**src/rtl/cyc_irq_pkg.sv**
```systemverilog
package cyc_irq_pkg;

    typedef enum logic {
        SEL_LO = 1'b0,
        SEL_HI = 1'b1
    } reg_sel_e;

endpackage

```
**src/rtl/cyc_irq_count.sv**
```systemverilog
module cyc_irq_count #(
    parameter int CNT_W  = 15,
    parameter int DATA_W = 8
) (
    input  logic              clk,
    input  logic              rst_n,
    input  logic              cyc_en,
    input  logic              wr_lo,
    input  logic              wr_hi,
    input  logic [DATA_W-1:0] wr_data,
    output logic [CNT_W-1:0]  cnt,
    output logic              en,
    output logic              step_max
);
    localparam int HI_W = CNT_W - DATA_W;
    localparam logic [CNT_W-1:0] TOP = {CNT_W{1'b1}};
    localparam logic [CNT_W-1:0] PRE = TOP - CNT_W'(1);

    typedef struct packed {
        logic             en;
        logic [CNT_W-1:0] cnt;
    } cnt_state_t;

    cnt_state_t st_d, st_q;
    logic       step;

    always_comb begin
        st_d = st_q;
        step = st_q.en && cyc_en && !wr_lo && !wr_hi && (st_q.cnt != TOP);
        if (step) begin
            st_d.cnt = st_q.cnt + CNT_W'(1);
        end
        if (wr_lo) begin
            st_d.cnt[DATA_W-1:0] = wr_data;
        end
        if (wr_hi) begin
            st_d.cnt[CNT_W-1:DATA_W] = wr_data[HI_W-1:0];
            st_d.en                  = wr_data[DATA_W-1];
        end
    end

    always_ff @(posedge clk or negedge rst_n) begin
        if (!rst_n) begin
            st_q <= '0;
        end else begin
            st_q <= st_d;
        end
    end

    assign cnt      = st_q.cnt;
    assign en       = st_q.en;
    assign step_max = step && (st_q.cnt == PRE);

endmodule

```
**src/rtl/cyc_irq_flag.sv**
```systemverilog
module cyc_irq_flag (
    input  logic clk,
    input  logic rst_n,
    input  logic step_max,
    input  logic access,
    output logic irq
);
    typedef struct packed {
        logic pend;
    } flag_state_t;

    flag_state_t fl_d, fl_q;

    always_comb begin
        fl_d = fl_q;
        if (access) begin
            fl_d.pend = 1'b0;
        end
        if (step_max) begin
            fl_d.pend = 1'b1;
        end
    end

    always_ff @(posedge clk or negedge rst_n) begin
        if (!rst_n) begin
            fl_q <= '0;
        end else begin
            fl_q <= fl_d;
        end
    end

    assign irq = fl_q.pend;

endmodule

```
**src/rtl/cyc_irq_rdmux.sv**
```systemverilog
module cyc_irq_rdmux
    import cyc_irq_pkg::*;
#(
    parameter int CNT_W  = 15,
    parameter int DATA_W = 8
) (
    input  logic              sel_hi,
    input  logic [CNT_W-1:0]  cnt,
    input  logic              en,
    output logic [DATA_W-1:0] rd_data
);
    localparam int HI_W  = CNT_W - DATA_W;
    localparam int PAD_W = DATA_W - 1 - HI_W;

    logic [DATA_W-1:0] hi_byte;

    generate
        if (PAD_W > 0) begin : g_pad
            assign hi_byte = {en, {PAD_W{1'b0}}, cnt[CNT_W-1:DATA_W]};
        end else begin : g_nopad
            assign hi_byte = {en, cnt[CNT_W-1:DATA_W]};
        end
    endgenerate

    always_comb begin
        unique case (reg_sel_e'(sel_hi))
            SEL_HI:  rd_data = hi_byte;
            default: rd_data = cnt[DATA_W-1:0];
        endcase
    end

endmodule

```
**src/rtl/cyc_irq_timer.sv**
```systemverilog
module cyc_irq_timer #(
    parameter int CNT_W  = 15,
    parameter int DATA_W = 8
) (
    input  logic              clk,
    input  logic              rst_n,
    input  logic              cyc_en,
    input  logic              sel_hi,
    input  logic              rd_en,
    input  logic              wr_en,
    input  logic [DATA_W-1:0] wr_data,
    output logic [DATA_W-1:0] rd_data,
    output logic              irq
);
    logic [CNT_W-1:0] cnt_w;
    logic             en_w;
    logic             step_max_w;
    logic             wr_lo_w;
    logic             wr_hi_w;
    logic             access_w;

    assign wr_lo_w  = wr_en && !sel_hi;
    assign wr_hi_w  = wr_en && sel_hi;
    assign access_w = rd_en || wr_en;

    cyc_irq_count #(.CNT_W(CNT_W), .DATA_W(DATA_W)) u_count (
        .clk      (clk),
        .rst_n    (rst_n),
        .cyc_en   (cyc_en),
        .wr_lo    (wr_lo_w),
        .wr_hi    (wr_hi_w),
        .wr_data  (wr_data),
        .cnt      (cnt_w),
        .en       (en_w),
        .step_max (step_max_w)
    );

    cyc_irq_flag u_flag (
        .clk      (clk),
        .rst_n    (rst_n),
        .step_max (step_max_w),
        .access   (access_w),
        .irq      (irq)
    );

    cyc_irq_rdmux #(.CNT_W(CNT_W), .DATA_W(DATA_W)) u_rdmux (
        .sel_hi  (sel_hi),
        .cnt     (cnt_w),
        .en      (en_w),
        .rd_data (rd_data)
    );

endmodule

```
**config.mk**
```make
export PLATFORM = sky130hd
export DESIGN_NAME = cyc_irq_timer
export DESIGN_NICKNAME = d
export VERILOG_FILES = /design/src/rtl/cyc_irq_pkg.sv /design/src/rtl/cyc_irq_count.sv /design/src/rtl/cyc_irq_flag.sv /design/src/rtl/cyc_irq_rdmux.sv /design/src/rtl/cyc_irq_timer.sv
export SDC_FILE = /design/constraint.sdc
export NUM_CORES = 1
export LEC_CHECK = 0
export CORE_ASPECT_RATIO = 0.75
export CORE_MARGIN = 10
export CORE_UTILIZATION = 30
export DETAILED_ROUTE_END_ITERATION = 8
export PLACE_DENSITY = 0.59
export SLEW_MARGIN = 20
export SYNTH_ARGS = -nofsm -noshare
export SYNTH_HDL_FRONTEND = slang
export SYNTH_SLANG_ARGS = --single-unit
export TNS_END_PERCENT = 20
```
**constraint.sdc**
```tcl
create_clock -name clk -period 3.34 [get_ports clk]
set_clock_uncertainty 0.15 [all_clocks]
set_input_delay 0.668 -clock clk [delete_from_list [all_inputs] [get_ports clk]]
set_output_delay 0.668 -clock clk [all_outputs]
set_load 0.01 [all_outputs]
```
======== Word level (Yosys, flattened, before mapping) ========
Index checks and enable logic that the tools add are counted.
operators by class
  $add $sub $neg .......................... 1
  equal/unequal tests ..................... 2
  mux-type cells .......................... 6
  reductions and logical operators ........ 14
operator list
  kind                     number
  $mux W8                  2
  $add A15 B1 Y15 const B  1
  $eq A15 B15 Y1 const B   1
  $mux W15                 1
  $ne A15 B15 Y1 const B   1
  $logic_and A1 B1 Y1      7
  $mux W7                  1
  $reduce_bool A2 Y1       3
  $logic_not A1 Y1         3
  $mux W1                  2
  $logic_or A1 B1 Y1       1
word-level totals
  flip-flop bits (word level) ............. 17
  output and inout port bits .............. 9

======== Depth between registers and ports, before layout ========
Gate-level depths: netlist of the first run.
  depth in word-level cells ............... 8
  gate-level depth with buffers ........... 6

======== Hierarchy ========
From an unflattened synthesis of the first run, not the netlist that was laid out.
second synthesis, totals
  cells, all modules ...................... 142
  area total of the unflattened synthesis .. 1283.7 um2
modules (own cells, without submodules)
  module         instances  cells an instance  area each (um2)  seq. area each (um2)
  cyc_irq_count  1          127                1097.3           400.4
  cyc_irq_rdmux  1          9                  131.4            0.0
  cyc_irq_flag   1          3                  36.3             25.0
  cyc_irq_timer  1          3                  18.8             0.0

======== Worst setup path before layout of the first run ========
No wires, ideal clock.
  kind .................................... input to register
  start point ............................. input wr_en
  end point ............................... register u_count.st_q (netlist bit u_count.cnt[11])
  library setup time ...................... 0.082 ns
  arrival ................................. 1.984 ns
  data required time ...................... 3.108 ns
  slack ................................... 1.124 ns
  stages .................................. 4
  path buffers ............................ 0
  cell sequence ........................... nand3b_4 -> or4_4 -> or4_1 -> a31oi_1
on the way
  word-level cells in the longest chain between the ends .. 6
  elaborated cells on any way between the ends .. 9
RTL lines
  item                                 RTL line             RTL
  start: declaration                   cyc_irq_timer.sv:10  input logic wr_en,
  $logic_and A1 B1 Y1                  cyc_irq_timer.sv:22  assign wr_lo_w = wr_en && !sel_hi;
  $logic_not A1 Y1                     cyc_irq_count.sv:29  step = st_q.en && cyc_en && !wr_lo && !wr_hi && (st_q.cnt != TOP);
  $logic_and A1 B1 Y1 (3 in series)    cyc_irq_count.sv:29
  $reduce_bool A2 Y1 (no source line)  n/a
  end signal: assignment               cyc_irq_count.sv:46  st_q <= st_d;
  end: declaration                     cyc_irq_count.sv:24  cnt_state_t st_d, st_q;
Several ways; a longest one is shown, not always the timed one.
A chain may end at the register's enable or synchronous reset.

======== Final worst setup path of the first run ========
  start point ............................. input sel_hi
  end point ............................... output rd_data[1]
on the way
  word-level cells in the longest chain between the ends .. 1
RTL lines
  item                RTL line             RTL
  start: declaration  cyc_irq_timer.sv:8   input logic sel_hi,
  $mux W8             cyc_irq_rdmux.sv:26  unique case (reg_sel_e'(sel_hi))
  end: declaration    cyc_irq_timer.sv:12  output logic [DATA_W-1:0] rd_data,
Every way passes these cells.

==> impl_metrics.ini, run 1 <==
[sta]
setup_viol_count_final = 0
period_needed_ns = 2.99
relSlewSlack_pct = 35.6
setup_slack_ns = 0.351
setup_tns_ns = 0
worstMarginPinSlew_ns = 0.957
hold_viol_final = 0
timing.fmax_mhz = 335
slew_viol_final = 0
post-route-period-util_pct = 89.5
rsz0062_at_grt = false

[yosys]
yosys.area_share.adder_pct = 2.18
yosysMostFrequentCell = dfrtp_1
synth.top_cell.area_share_pct = 37.0
syn_area_mm2 = 0.00115
avgSynthCellArea_um2 = 8.57
synth_top_family_by_area = simple AND/OR/NAND/NOR gates
ys_seq_elements = 17
synth_compound_area_share_pct = 17.8
synth_simple_gate_area_share_pct = 33.0
synth_area_leaders = dfrtp_1 37%, mux2_2 6.9%, a31oi_1 5.4%
synth_seq_area_share_pct = 37.0
synth_top_area_cell = dfrtp_1
synth.top_cells.by_count = 17 x dfrtp_1, 16 x nor2_1, 13 x nand2_1
syn_nets = 150
synth_edf_count = 0
muxShareOfSynthArea_pct = 6.86
synth-xor-area-share_pct = 0
synthFlopType = dfrtp_1
synth_warnings = 0
syn_inst = 134
ys_async_sr_fraction_pct = 100
synthDistinctLibCells = 33

[setup_path]
crit_fanout = 14
slowest_delay_ns = 0.49
required_ns = 2.52
crit_buf_inv = 3
crit_chain = clkdlybuf4s50_1 > buf_4 > mux2_2 > clkdlybuf4s50_1
rr_worst_depth = 5
start_kind = input port
r2r_end = u_count.cnt[5]$_DFFE_PN0P_
crit_slowest_cell = clkdlybuf4s50_1
cp_common_cell = clkdlybuf4s50_1
endpoint_kind = output port
arrival_ns = 2.17
reg2reg_slack_ns = 0.80
r2r_start = u_count.cnt[9]$_DFFE_PN0P_
cp_top_family = buffers and inverters
crit_type = input port to output port

[clock_network]
cts_tree = built
cts-root-buf = clkbuf_8
htreeDepth = 1
cts_buffers = 3
cts_resized = 0
cts_setup_buffers = 0
cts_sinks = 17
ctsHoldBuffers = 0
clk_latency_ns = 0.26
clk_pin_slew_ns = 0.08
clockBufferDepth = 2

[hold_path]
min_path_type = register to register
min_to = u_flag.irq$_DFFE_PN0P_
hold_depth = 2
min-delay-start = u_flag.irq$_DFFE_PN0P_

[power]
comb_power_share_pct = 27.1
p_sw_share_pct = 34.2
pwr-share-seq_pct = 45.6
peakVddDrop_mv = 0.263
internal_power_uw = 405
powerDensity_mw_per_mm2 = 417
static-leakage-power_uw = 0.000544
p_switching_uw = 211
p_clk_share_pct = 27.3

[run]
maxCapViolCount = 0

[layout]
design_area_mm2 = 0.00148
drive_above_1_share_pct = 12.7
syn2layout_area_growth_pct = 28.5
nets = 175
diodes = 0

[floorplanning]
initial_core_util_pct = 31.2
core_mm2 = 0.00368
pin_count = 23
die_h_um = 73.6
die_x_um = 91.5
rows = 19
die_area_mm2 = 0.00673

[detailed_routing]
drtIter0Drc = 173
drcViolationCount = 0
viasPerCell = 5.40
wire_per_inst_um = 16.9
wirelength_um = 3560
ant_nets = 0
vias = 1134
drt_pre_antenna_iters = 5

[outcome]
outcome = complete, no violations

[place]
gp_congestion = 0.839
dpl.hpwl_um = 2650
place_area_mm2 = 0.00143
port_buffers = 22
pre_cts_slack_ns = 0.349

[grt]
antenna_found_initial = 0
grt_pass1_vias = 1052
grt_pass1_wl_um = 5730
grt_max_degree = 18
gr-total-overflow = 0
grtUsageTotal_pct = 10.6
worst reg2reg max path, cell delays in order (launching register included):
cell and delay, ns:
dfrtp_1 0.51, nand4_1 0.35, nor4_1 0.91, buf_4 0.28, o21ai_0 0.10, a31oi_1 0.16
per-stage QoR:
stage / cells / hold slack (ns) / total power, uW / utilization, %
final: 210 / 0.349 / 615 / 40.1
after global routing: 210 / 0.391 / 645 / 40.1
after CTS: 210 / 0.348 / 612 / 40.1
after detailed placement: 206 / 0.331 / 448 / 38.8
after global placement: 206 / 0.318 / 445 / 38.8
after floorplan: 134 / 0.222 / 361 / -
cell usage in the layout (no fill, tap or decap):
master and instances:
and2_1 1, o211ai_1 3, a31oi_1 10, nor4_1 3, clkbuf_8 3, o31ai_1 5, nor3_1 3, o21ai_0 8
buf_4 3, a21oi_1 2, nand3b_4 1, nand4_1 6, nor2_1 16, a31o_2 1, ha_1 2, a21boi_0 1
inv_1 3, clkdlybuf4s50_1 22, or4_4 2, nand2b_1 1, nand3_2 1, nand3b_1 1, nor2b_1 1, clkbuf_1 1
and3b_1 1, or2_2 2, nand2_1 13, mux2_2 7, or4_1 3, nand3_1 4, or3_1 9, a211oi_1 2
dfrtp_1 17
cell families (layout without fill, tap and decap cells):
| logic type | after synthesis | after routing |
|---|---|---|
| simple gates | 68 | 68 |
| compound gates | 32 | 32 |
| flops | 17 | 17 |
| buf+inv | 8 | 32 |
| mux | 7 | 7 |
| fa+ha+maj | 2 | 2 |
layout make-up:
type	instances	area [um2]
clock buffer	4	45.0
fill	366	2210
inverter	3	11.3
multi-input combinational	109	687
sequential	17	425
tap	52	65.1
timing repair buffer	25	243
worst max path at each step:
stage                 from                          end  slack [ns]  depth (start not counted)
finish              sel_hi                   rd_data[1]        0.35                          4
global route        sel_hi                   rd_data[7]        0.31                          4
CTS                 sel_hi                   rd_data[1]        0.35                          4
detailed placement  sel_hi                   rd_data[1]        0.35                          4
global placement    sel_hi                   rd_data[7]        0.36                          4
floorplan            wr_en  u_count.cnt[11]$_DFFE_PN0P_        1.12                          4
layer usage:
layer	routed length, um	GRT usage (%)
met1	1890	16.0
met2	1400	14.1
met3	249	3.46
met4	17	2.08
met5	0	0
power groups by stage:
stage,Sequential (uW),Combinational [uW],Clock (uW)
6_report,281,167,168
5_1_grt,287,184,174
4_1_cts,279,168,166
3_5_place_dp,282,166,0
3_3_place_gp,282,164,0
2_1_floorplan,267,94.0,0
sequential cells by signal (all words and copies together) (netlist names):
name and flops:
u_flag.irq 1, u_count.en 1, u_count.cnt 15
Power figures use the tool's default switching activity.
==> inputs of run 2 (changes only) <==
CELL_PAD_IN_SITES_DETAIL_PLACEMENT = 2   (was default)
CELL_PAD_IN_SITES_GLOBAL_PLACEMENT = 2   (was default)
PLACE_DENSITY = 0.87   (was 0.59)
clock period = 3.07 ns   (was 3.34 ns; I/O delays follow)
==> impl_metrics.ini, run 2 (synthesis results as in run 1) <==
[outcome]
outcome = complete, no violations

[setup_path]
r2r_start = u_count.cnt[9]$_DFFE_PN0P_
endpoint_kind = output port
start_kind = input port
arrival_ns = 2.09
reg2reg_slack_ns = 0.73
rr_worst_depth = 4
r2r_end = u_count.cnt[6]$_DFFE_PN0P_
required_ns = 2.31
crit_fanout = 14
crit_type = input port to output port

[run]
maxCapViolCount = 0

[sta]
rsz0062_at_grt = false
period_needed_ns = 2.85
post-route-period-util_pct = 92.9
worstMarginPinSlew_ns = 0.869
setup_viol_count_final = 0
setup_tns_ns = 0
hold_viol_final = 0
relSlewSlack_pct = 41.9
slew_viol_final = 0
worst_hold_slack_ns = 0.347
timing.fmax_mhz = 351

[clock_network]
cts_tree = built
cts_resized = 0
htreeDepth = 1
ctsHoldBuffers = 0
clockBufferDepth = 2
cts-root-buf = clkbuf_8
cts_sinks = 17
clk_latency_ns = 0.26
cts_setup_buffers = 0
cts_buffers = 3
clk_pin_slew_ns = 0.07

[power]
peakVddDrop_mv = 0.181
total_power_uw = 672
static-leakage-power_uw = 0.000549
powerDensity_mw_per_mm2 = 452

[layout]
drive_above_1_share_pct = 12.7
largest_reg_flops = 15
final_cell_mix = 22 x clkdlybuf4s50_1, 17 x dfrtp_1, 16 x nor2_1
fill_cells = 425
multiInputGateArea_um2 = 687
register_area_um2 = 425
nets = 175
diodes = 0
syn2layout_area_growth_pct = 29.6
layout_commonest_cell = clkdlybuf4s50_1

[floorplanning]
core_mm2 = 0.00368
initial_core_util_pct = 31.2
die_area_mm2 = 0.00673
pin_count = 23
die_x_um = 91.5
die_h_um = 73.6
rows = 19

[detailed_routing]
viasPerCell = 5.65
drcViolationCount = 0
wirelength_um = 4200
vias = 1186
drtIter0Drc = 45
drt_pre_antenna_iters = 4
wire_per_inst_um = 20.0
ant_nets = 0

[hold_path]
min_path_type = register to register
min_to = u_flag.irq$_DFFE_PN0P_
min-delay-start = u_flag.irq$_DFFE_PN0P_
hold_depth = 2

[place]
port_buffers = 22
gp_congestion = 0.843
dpl.hpwl_um = 3180

[grt]
grtUsageTotal_pct = 13.0
gr-total-overflow = 0
antenna_found_initial = 0
grt_max_degree = 18
grt_pass1_vias = 1271
grt_pass1_wl_um = 7050
[run 2: changes by cell type in the layout (fill, tap and decap cells not counted)]
cell and change:
buf_4 -1, buf_12 +1
[run 2: worst max-delay path by stage]
stage                     startpoint                     endpoint  slack [ns]  depth (start not counted)
final                         sel_hi                   rd_data[7]        0.22                          4
after global routing          sel_hi                   rd_data[6]        0.17                          4
after CTS                     sel_hi                   rd_data[6]        0.20                          4
after detailed placement      sel_hi                   rd_data[6]        0.20                          4
after global placement        sel_hi                   rd_data[1]        0.22                          4
after floorplan                wr_en  u_count.cnt[11]$_DFFE_PN0P_        0.91                          4
[run 2: power by group]
part / switching (uW) / internal (uW)
Combinational: 93.0 / 96.0
Sequential: 54.1 / 254
Clock: 82.4 / 92.4
Total: 230 / 443
[run 2: layer usage]
metal	wire length [um]	GRT usage [%]
met2	1920	21.1
met4	28	3.12
met1	2040	16.5
met3	210	4.07
met5	0	0
[run 2: final cells by class]
cell class | instances | share of cell area, %
timing repair buffer | 25 | 17.1
multi-input combinational | 109 | 46.1
tap | 52 | 4.37
clock buffer | 4 | 3.03
sequential | 17 | 28.6
inverter | 3 | 0.756
[run 2: per-stage QoR]
stage / setup WS [ns] / instance area [um2] / std cells / util [%]
6_report: 0.219 / 1490 / 210 / 40.4
3_5_place_dp: 0.198 / 1440 / 206 / 39.2
2_1_floorplan: 0.908 / 1150 / 134 / -
5_1_grt: 0.170 / 1490 / 210 / 40.4
3_3_place_gp: 0.217 / 1440 / 206 / 39.2
4_1_cts: 0.203 / 1490 / 210 / 40.4
[run 2: worst max-delay path, cell delays in order]
cell and delay, ns:
clkdlybuf4s50_1 0.50, buf_12 0.15, mux2_2 0.33, clkdlybuf4s50_1 0.49
